$ cat config.mk
export PLATFORM = sky130hd
export DESIGN_NAME = burst_col_gen
export DESIGN_NICKNAME = d
export VERILOG_FILES = /design/src/rtl/burst_col_pkg.sv /design/src/rtl/colgen_rst_sync.sv /design/src/rtl/colgen_len_decode.sv /design/src/rtl/colgen_beat_ctr.sv /design/src/rtl/colgen_addr_calc.sv /design/src/rtl/burst_col_gen.sv
export SDC_FILE = /design/constraint.sdc
export NUM_CORES = 1
export LEC_CHECK = 0
export BUFFER_PORTS_ARGS = -buffer_cell sky130_fd_sc_hd__buf_2
export CORE_UTILIZATION = 52
export CTS_CLUSTER_DIAMETER = 60
export DETAILED_ROUTE_END_ITERATION = 7
export PLACE_DENSITY = 0.78
export SYNTH_ARGS = -nofsm -noshare
export SYNTH_HDL_FRONTEND = slang
export SYNTH_SLANG_ARGS = --single-unit
export TNS_END_PERCENT = 30
$ cat constraint.sdc
create_clock -name clk -period 2.69 [get_ports clk]
set_clock_uncertainty 0.15 [all_clocks]
set_input_delay 0.269 -clock clk [delete_from_list [all_inputs] [get_ports clk]]
set_output_delay 0.269 -clock clk [all_outputs]
set_load 0.03 [all_outputs]
$ cat src/rtl/burst_col_pkg.sv
package burst_col_pkg;
  typedef enum logic [0:0] {
    ORD_SEQ = 1'b0,
    ORD_ILV = 1'b1
  } burst_order_e;

  // Length code width and number of low bits a fixed burst can move.
  localparam int LEN_CODE_W     = 3;
  localparam int MAX_FIXED_LOG2 = 3;
endpackage

$ cat src/rtl/colgen_rst_sync.sv
module colgen_rst_sync #(
  parameter int STAGES = 2
) (
  input  logic clk,
  input  logic rst_n,
  output logic rst_sync_n
);
  logic [STAGES-1:0] sync_q;

  always_ff @(posedge clk or negedge rst_n) begin
    if (!rst_n) begin
      sync_q <= '0;
    end else begin
      sync_q <= {sync_q[STAGES-2:0], 1'b1};
    end
  end

  assign rst_sync_n = sync_q[STAGES-1];
endmodule

$ cat src/rtl/colgen_len_decode.sv
module colgen_len_decode
  import burst_col_pkg::*;
#(
  parameter int COL_W = 10
) (
  input  logic [LEN_CODE_W-1:0] code_i,
  output logic                  full_page_o,
  output logic [COL_W-1:0]      mask_o
);
  always_comb begin
    full_page_o = code_i[LEN_CODE_W-1];
    mask_o      = '0;
    for (int i = 0; i < MAX_FIXED_LOG2; i++) begin
      if (!code_i[LEN_CODE_W-1] && (int'(code_i[1:0]) > i)) begin
        mask_o[i] = 1'b1;
      end
    end
  end
endmodule

$ cat src/rtl/colgen_beat_ctr.sv
module colgen_beat_ctr #(
  parameter int COL_W = 10
) (
  input  logic             clk,
  input  logic             rst_n,
  input  logic             load_i,
  input  logic             stop_i,
  input  logic             full_i,
  input  logic [COL_W-1:0] mask_i,
  output logic             active_o,
  output logic [COL_W-1:0] beat_o,
  output logic             last_o
);
  localparam logic [COL_W-1:0] ONE = COL_W'(1);

  logic             active_q, active_d;
  logic [COL_W-1:0] beat_q, beat_d;
  logic             at_end;

  assign at_end = active_q && !full_i && (beat_q == mask_i);

  always_comb begin
    active_d = active_q;
    beat_d   = beat_q;
    if (load_i) begin
      active_d = 1'b1;
      beat_d   = '0;
    end else if (stop_i) begin
      active_d = 1'b0;
      beat_d   = '0;
    end else if (active_q) begin
      if (at_end) begin
        active_d = 1'b0;
        beat_d   = '0;
      end else begin
        beat_d = beat_q + ONE;
      end
    end
  end

  always_ff @(posedge clk or negedge rst_n) begin
    if (!rst_n) begin
      active_q <= 1'b0;
      beat_q   <= '0;
    end else begin
      active_q <= active_d;
      beat_q   <= beat_d;
    end
  end

  assign active_o = active_q;
  assign beat_o   = beat_q;
  assign last_o   = at_end;

  // A fixed burst never counts past its mask: R3
  assert_beat_in_range_R3: assert property (@(posedge clk) disable iff (!rst_n)
    (active_q && !full_i) |-> ((beat_q & ~mask_i) == '0));
endmodule

$ cat src/rtl/colgen_addr_calc.sv
module colgen_addr_calc
  import burst_col_pkg::*;
#(
  parameter int COL_W = 10
) (
  input  logic [COL_W-1:0] start_col_i,
  input  logic [COL_W-1:0] beat_i,
  input  logic [COL_W-1:0] mask_i,
  input  burst_order_e     order_i,
  input  logic             full_i,
  output logic [COL_W-1:0] col_o
);
  logic [COL_W-1:0] seq_sum;
  logic [COL_W-1:0] low_bits;

  always_comb begin
    seq_sum = start_col_i + beat_i;
    if (order_i == ORD_ILV) begin
      low_bits = (start_col_i ^ beat_i) & mask_i;
    end else begin
      low_bits = seq_sum & mask_i;
    end
    if (full_i) begin
      col_o = seq_sum;
    end else begin
      col_o = (start_col_i & ~mask_i) | low_bits;
    end
  end
endmodule

$ cat src/rtl/burst_col_gen.sv
module burst_col_gen
  import burst_col_pkg::*;
#(
  parameter int COL_W = 10
) (
  input  logic                  clk,
  input  logic                  rst_n,
  input  logic                  start_i,
  input  logic [COL_W-1:0]      start_col_i,
  input  logic [LEN_CODE_W-1:0] blen_i,
  input  logic                  order_i,
  input  logic                  stop_i,
  output logic                  valid_o,
  output logic [COL_W-1:0]      col_o,
  output logic                  last_o
);
  localparam logic [COL_W-1:0] ONE = COL_W'(1);

  logic             rst_int_n;
  logic             dec_full;
  logic [COL_W-1:0] dec_mask;

  logic             cfg_en;
  logic [COL_W-1:0] start_q, start_d;
  logic [COL_W-1:0] mask_q, mask_d;
  logic             full_q, full_d;
  burst_order_e     order_q, order_d;

  logic             active;
  logic [COL_W-1:0] beat;
  logic             beat_last;
  logic [COL_W-1:0] calc_col;

  colgen_rst_sync #(.STAGES(2)) u_rst_sync (
    .clk        (clk),
    .rst_n      (rst_n),
    .rst_sync_n (rst_int_n)
  );

  colgen_len_decode #(.COL_W(COL_W)) u_len_decode (
    .code_i      (blen_i),
    .full_page_o (dec_full),
    .mask_o      (dec_mask)
  );

  // Burst configuration is captured only on a start strobe.
  assign cfg_en = start_i;

  always_comb begin
    start_d = start_q;
    mask_d  = mask_q;
    full_d  = full_q;
    order_d = order_q;
    if (cfg_en) begin
      start_d = start_col_i;
      mask_d  = dec_mask;
      full_d  = dec_full;
      order_d = burst_order_e'(order_i);
    end
  end

  always_ff @(posedge clk or negedge rst_int_n) begin
    if (!rst_int_n) begin
      start_q <= '0;
      mask_q  <= '0;
      full_q  <= 1'b0;
      order_q <= ORD_SEQ;
    end else begin
      start_q <= start_d;
      mask_q  <= mask_d;
      full_q  <= full_d;
      order_q <= order_d;
    end
  end

  colgen_beat_ctr #(.COL_W(COL_W)) u_beat_ctr (
    .clk      (clk),
    .rst_n    (rst_int_n),
    .load_i   (start_i),
    .stop_i   (stop_i),
    .full_i   (full_q),
    .mask_i   (mask_q),
    .active_o (active),
    .beat_o   (beat),
    .last_o   (beat_last)
  );

  colgen_addr_calc #(.COL_W(COL_W)) u_addr_calc (
    .start_col_i (start_q),
    .beat_i      (beat),
    .mask_i      (mask_q),
    .order_i     (order_q),
    .full_i      (full_q),
    .col_o       (calc_col)
  );

  assign valid_o = active;
  assign col_o   = active ? calc_col : '0;
  assign last_o  = beat_last;

  assert_start_loads_R2: assert property (@(posedge clk) disable iff (!rst_int_n)
    start_i |=> (valid_o && col_o == $past(start_col_i)));

  assert_last_ends_R3: assert property (@(posedge clk) disable iff (!rst_int_n)
    (valid_o && last_o && !start_i) |=> !valid_o);

  assert_upper_hold_R4: assert property (@(posedge clk) disable iff (!rst_int_n)
    (valid_o && !full_q && !last_o && !start_i && !stop_i)
      |=> (valid_o && ((col_o & ~mask_q) == ($past(col_o) & ~mask_q))));

  assert_last_needs_valid_R6: assert property (@(posedge clk) disable iff (!rst_int_n)
    last_o |-> valid_o);

  assert_full_page_step_R7: assert property (@(posedge clk) disable iff (!rst_int_n)
    (valid_o && full_q && !start_i && !stop_i)
      |=> (valid_o && !last_o && col_o == $past(col_o) + ONE));

  assert_stop_ends_R8: assert property (@(posedge clk) disable iff (!rst_int_n)
    (stop_i && !start_i) |=> !valid_o);

  assert_idle_zero_R1: assert property (@(posedge clk) disable iff (!rst_int_n)
    !valid_o |-> (col_o == '0 && !last_o));
endmodule

==> metrics.cfg, run 1 <==
[grt]
antenna_found_initial = 0
grt_max_degree = 27
grt_usage = 0.251
grt_pass1_vias = 1704
grt_pass1_wl_mm = 7.63
grt_overflow_total = 0

[logic_synthesis]
synth.avg_cell_area_sq_um = 9.16
yosysSeqAreaShare = 0.366
synth-seq-cells = 28
syn_inst = 209
syn_area_sq_mm = 0.00191
synthesis.nets = 238
synth_edf_count = 0
yosysUniqueCellTypes = 43
synth_warnings = 0
async_flop_share = 1.00
synth_ff_type = dfrtp_1

[floorplanning]
die_h_um = 62.7
fp-row-count = 21
die_x_um = 62.7
die_area_sq_mm = 0.00393
initial_core_util = 0.556
io_pins = 30
coreArea_sq_mm = 0.00344

[power]
total_power_mw = 1.04
p_per_area_mw_per_mm2 = 445
cellLeakagePower_nw = 1.08
vdd_drop_max_mv = 0.281

[setup_path]
arrival_ns = 2.39
cp_max_fo = 5
endpoint_kind = primary output
path_class = flop to primary output
r2r_slack_ns = 0.56
cp.required_ns = 2.27
startpoint_type = flop

[cells_and_area]
finalNonFillerCells = 300
fillers = 297
diodes = 0
final_util = 0.676
drive_above_1_share = 0.303
syn2layout_area_growth_pct = 21.6
multi_input_area_sq_mm = 0.00116
regArea_sq_um = 701
final_nets = 284

[placed_design]
port_buffers = 29
gp_congestion = 0.882
dp.cells = 290
dp_hpwl_mm = 3.14

[clock_tree]
cts_buffers = 3
clock_latency_ns = 0.28
htree_levels = 1
cts_root_buf = clkbuf_8
cts.sinks = 28
clock_path_buffers = 2
cts_tree = done
clkTransAtPathRegs_ns = 0.09

[run_status]
status = finished, violations left
violations = setup timing

[sta]
hold_viol = 0
max_freq_mhz = 356
finalSetupTns_ns = -0.269
setup_viol = 3
slew_viol_final = 0
rsz0062_at_grt = true
period_share = 1.04
layout_setup_ws_ns = -0.116
finalCriticalPeriod_ns = 2.81

[route]
first_pass_iters = 4
postRouteAntennaNets = 0
via_per_inst = 5.77
drc = 0
drt_iter0_markers = 139
vias = 1732
wire_per_inst_um = 15.0
wirelength_mm = 4.51

[hold_path]
min-delay-path-class = input port to flop

[job]
maxCapViolCount = 0

## registers in the layout, summed over array words and instances, names as in the netlist
signal and cells:
start_q 10, u_beat_ctr.beat_o 10, mask_q 3, u_rst_sync.sync_q 2, full_q 1, order_q 1, u_beat_ctr.active_o 1
## final cells by class
| type | count | area share |
|---|---|---|
| clock buffer | 4 | 0.0237 |
| inverter | 13 | 0.0210 |
| multi-input combinational | 161 | 0.500 |
| sequential | 28 | 0.301 |
| tap | 46 | 0.0247 |
| timing repair buffer | 48 | 0.130 |
## synthesized netlist by cell type (all sizes together), types with 5 or more instances
library cell / count / area, sq um
nand3: 9 / 45.0
ha: 10 / 125
a211oi: 5 / 37.5
inv: 13 / 48.8
o21ai: 14 / 70.1
nor2: 10 / 37.5
dfrtp: 28 / 701
mux2: 13 / 146
a21oi: 14 / 70.1
nand2: 21 / 78.8
nor2b: 7 / 43.8
## per-stage QoR
stage               hold slack (ns)  setup slack, ns  instance area, sq um
floorplan                    -0.177           0.0896                  1920
global placement            -0.0946           0.0849                  2180
detailed placement          -0.0931           0.0482                  2180
CTS                          0.0418          -0.0659                  2320
global route                 0.0455           -0.218                  2330
finish                       0.0464           -0.116                  2330
## layer usage
| metal | vias to the layer above | part of all wire | track usage |
|---|---|---|---|
| met5 | - | 0 | 0 |
| met3 | 15 | 0.025 | 0.0383 |
| met2 | 42 | 0.49 | 0.413 |
| li1 | 854 | - | - |
| met4 | 0 | 0.036 | 0.154 |
| met1 | 821 | 0.45 | 0.310 |
## cells by family after synthesis
family                     count (synthesis)  share of synthesized area
and+or+nand+nor                           73                      0.203
AOI/OAI and AO/OA                         53                      0.181
DFF                                       28                      0.366
buffers and inverters                     20                     0.0471
muxes                                     17                     0.0974
adders and majority gates                 11                     0.0758
xor gates and xnor gates                   6                     0.0275
other                                      1                    0.00196
## critical path, stage by stage, from the launching register on
cell,delay [ns]
dfrtp_1,0.41
ha_1,0.33
buf_4,0.16
o21ai_0,0.22
nor2_1,0.10
a31oi_2,0.24
mux2_2,0.37
nand4b_1,0.11
buf_4,0.17
## power breakdown
| group | total, mW | switching [mW] | internal (mW) |
|---|---|---|---|
| clock | 0.262 | 0.130 | 0.131 |
| combinational | 0.302 | 0.178 | 0.124 |
| sequential | 0.471 | 0.0251 | 0.446 |
## final timing paths
path | from | to | cells past startpoint
worst min-delay path | start_col_i[1] | start_q[1]$_DFFE_PN0P_ | 3
worst max register to register | u_beat_ctr.beat_o[0]$_DFFE_PN0P_ | u_beat_ctr.beat_o[0]$_DFFE_PN0P_ | 5
worst max-delay path | u_beat_ctr.beat_o[2]$_DFFE_PN0P_ | col_o[9] | 8
min in group asynchronous | u_rst_sync.sync_q[1]$_DFF_PN0_ | u_beat_ctr.beat_o[1]$_DFFE_PN0P_ | 1
worst min register to register | u_rst_sync.sync_q[1]$_DFF_PN0_ | u_beat_ctr.beat_o[1]$_DFFE_PN0P_ | 1
max in group asynchronous | u_rst_sync.sync_q[1]$_DFF_PN0_ | start_q[3]$_DFFE_PN0P_ | 1
## cells in the final DEF (no fill, tap or decap), drive strengths merged, types with 2 or more instances in the layout
cell	Yosys	final
buf	3	47
dfrtp	28	28
nand2	21	21
a21oi	14	14
o21ai	14	14
mux2	13	13
inv	13	13
nor2	10	10
ha	10	10
nand3	9	9
nor2b	7	7
a211oi	5	5
nor3	4	4
o21a	4	4
mux2i	4	4
a22o	4	4
clkbuf	4	4
a31oi	4	4
nand3b	3	3
xor2	3	3
xnor2	3	3
nor3b	3	3
nand4	3	3
and3	3	3
or3	2	2
o31ai	2	2
nand4b	2	2
## repair_timing
action / in CTS / in global routing
hold buffers: 1 / 0
pin swaps: 5 / 1
endpoints found under the hold margin: 2 / 0
endpoints found under the setup margin: 3 / 6
resized for setup: 13 / 1
setup buffers: 4 / 1
No activity file was read; power rests on OpenSTA's default activity.
==> inputs of run 2 (changes only) <==
Settings changed: CELL_PAD_IN_SITES_DETAIL_PLACEMENT from default to 0, CELL_PAD_IN_SITES_GLOBAL_PLACEMENT from default to 1, CORE_UTILIZATION 52 to 43, PLACE_DENSITY 0.78 to 0.83.
==> metrics.cfg, run 2 (synthesis results as in run 1) <==
[route]
via_per_inst = 5.57
wirelength_mm = 4.31
wire_per_inst_um = 14.2
postRouteAntennaNets = 0
first_pass_iters = 4
vias = 1693
drt_iter0_markers = 102
drc = 0

[setup_path]
cpLargestDelayFamily = simple AND/OR/NAND/NOR gates
cp_cell_sequence = ha_2 -> inv_2 -> fa_2 -> nor2b_1 -> o211ai_1 -> a31oi_1 -> or4b_4 -> nand3_2 -> buf_6
r2r_start = u_beat_ctr.beat_o[0]$_DFFE_PN0P_
arrival_ns = 2.34
path_class = flop to primary output
cp.required_ns = 2.27
crit_slowest_cell = or4b_4
slowest_delay_ns = 0.54
cp_max_fo = 3
startpoint_type = flop
cp_num_buf_inv = 2
r2r_slack_ns = 0.46
r2r_end = u_beat_ctr.beat_o[0]$_DFFE_PN0P_
rr_worst_depth = 6
endpoint_kind = primary output

[sta]
hold_viol = 0
finalCriticalPeriod_ns = 2.76
timing.hold.ws_ns = 0.0396
finalSetupTns_ns = -0.157
period_share = 1.03
rsz0062_at_grt = true
slew_viol_final = 0
setup_viol = 3
layout_setup_ws_ns = -0.0715
max_freq_mhz = 362

[run_status]
status = finished, violations left
violations = setup timing

[floorplanning]
coreArea_sq_mm = 0.00414
die_area_sq_mm = 0.00472
die_h_um = 68.7
fp-row-count = 23
initial_core_util = 0.462
io_pins = 30
die_x_um = 68.7

[clock_tree]
cts_buffers = 3
cts_tree = done
htree_levels = 1
clock_path_buffers = 2
clkTransAtPathRegs_ns = 0.10
cts.sinks = 28
clock_latency_ns = 0.28
cts_root_buf = clkbuf_8

[placed_design]
gp_congestion = 0.865
dp.cells = 294
dp_hpwl_mm = 3.17
port_buffers = 29

[power]
vdd_drop_max_mv = 0.190
total_power_mw = 1.04
p_per_area_mw_per_mm2 = 444
cellLeakagePower_nw = 1.07

[grt]
antenna_found_initial = 0
grt_pass1_wl_mm = 7.15
grt_max_degree = 27
grt_overflow_total = 0
grt_pass1_vias = 1522
grt_usage = 0.207

[hold_path]
hold_path_end = start_q[1]$_DFFE_PN0P_
min-delay-path-class = input port to flop
hold_depth = 3
worst_hold_startpoint = start_col_i[1]

[cells_and_area]
syn2layout_area_growth_pct = 22.0
layout_common_cells = dfrtp_1 (27), buf_2 (25), nand2_1 (21)
final_common_cell = dfrtp_1
drive_above_1_share = 0.303
final_nets = 284
finalNonFillerCells = 304
final_util = 0.563
diodes = 0

[job]
maxCapViolCount = 0

-- run 2: cell types whose count changed in the layout (fill, tap and decap cells not counted) --
cell and delta:
a21oi_2 +1, a31oi_1 +1, a21oi_1 -1, nor2b_2 -1
buf_2 -1, buf_6 +1, dfrtp_2 +1, a31oi_2 -1
dfrtp_1 -1, nor2b_1 +1
-- run 2: cell type report --
cell class              instances  area (sq um)
inverters                      13          48.8
multi-input cells             161          1160
clock buffers                   4          55.1
well taps                      50          62.6
repair buffers                 48           308
fillers                       392          1810
flip-flops and latches         28           702
-- run 2: repair_timing --
action | CTS | global route
gates resized for setup | 14 | 2
hold buffers | 1 | 0
endpoints found under the hold margin | 2 | 0
setup endpoints to repair | 3 | 5
setup buffers | 5 | 0
pin swaps | 7 | 0
-- run 2: power by group --
part	switching (mW)	total, mW	internal (mW)
clock network	0.135	0.266	0.131
logic	0.172	0.297	0.125
registers	0.0265	0.473	0.446
-- run 2: worst max path at each step --
stage / from / endpoint / slack, ns / cells after the start
CTS: start_q[0]$_DFFE_PN0P_ / col_o[6] / -0.07 / 10
finish: start_q[0]$_DFFE_PN0P_ / col_o[8] / -0.07 / 9
global placement: u_beat_ctr.beat_o[0]$_DFFE_PN0P_ / col_o[8] / 0.09 / 9
floorplan: u_beat_ctr.beat_o[0]$_DFFE_PN0P_ / col_o[8] / 0.09 / 8
detailed placement: u_beat_ctr.beat_o[0]$_DFFE_PN0P_ / col_o[8] / 0.05 / 9
global route: start_q[0]$_DFFE_PN0P_ / col_o[8] / -0.19 / 9
-- run 2: worst register-to-register path: stages, from the launching register on --
cell and delay, ns:
dfrtp_1 0.40, buf_4 0.13, buf_4 0.15, xor2_1 0.15
or4_4 0.43, o311a_4 0.44, mux2_2 0.28
-- run 2: per-layer routing --
layer,vias to the layer above,GRT usage,share of wire
li1,848,-,-
met1,812,0.288,0.51
met2,26,0.328,0.45
met3,7,0.0296,0.029
met4,0,0.0714,0.014
met5,-,0,0
-- run 2: through the flow --
stage	setup slack, ns	cell area, sq um
global placement	0.0917	2190
global route	-0.189	2330
finish	-0.0715	2330
floorplan	0.0896	1920
CTS	-0.0682	2330
detailed placement	0.0532	2190
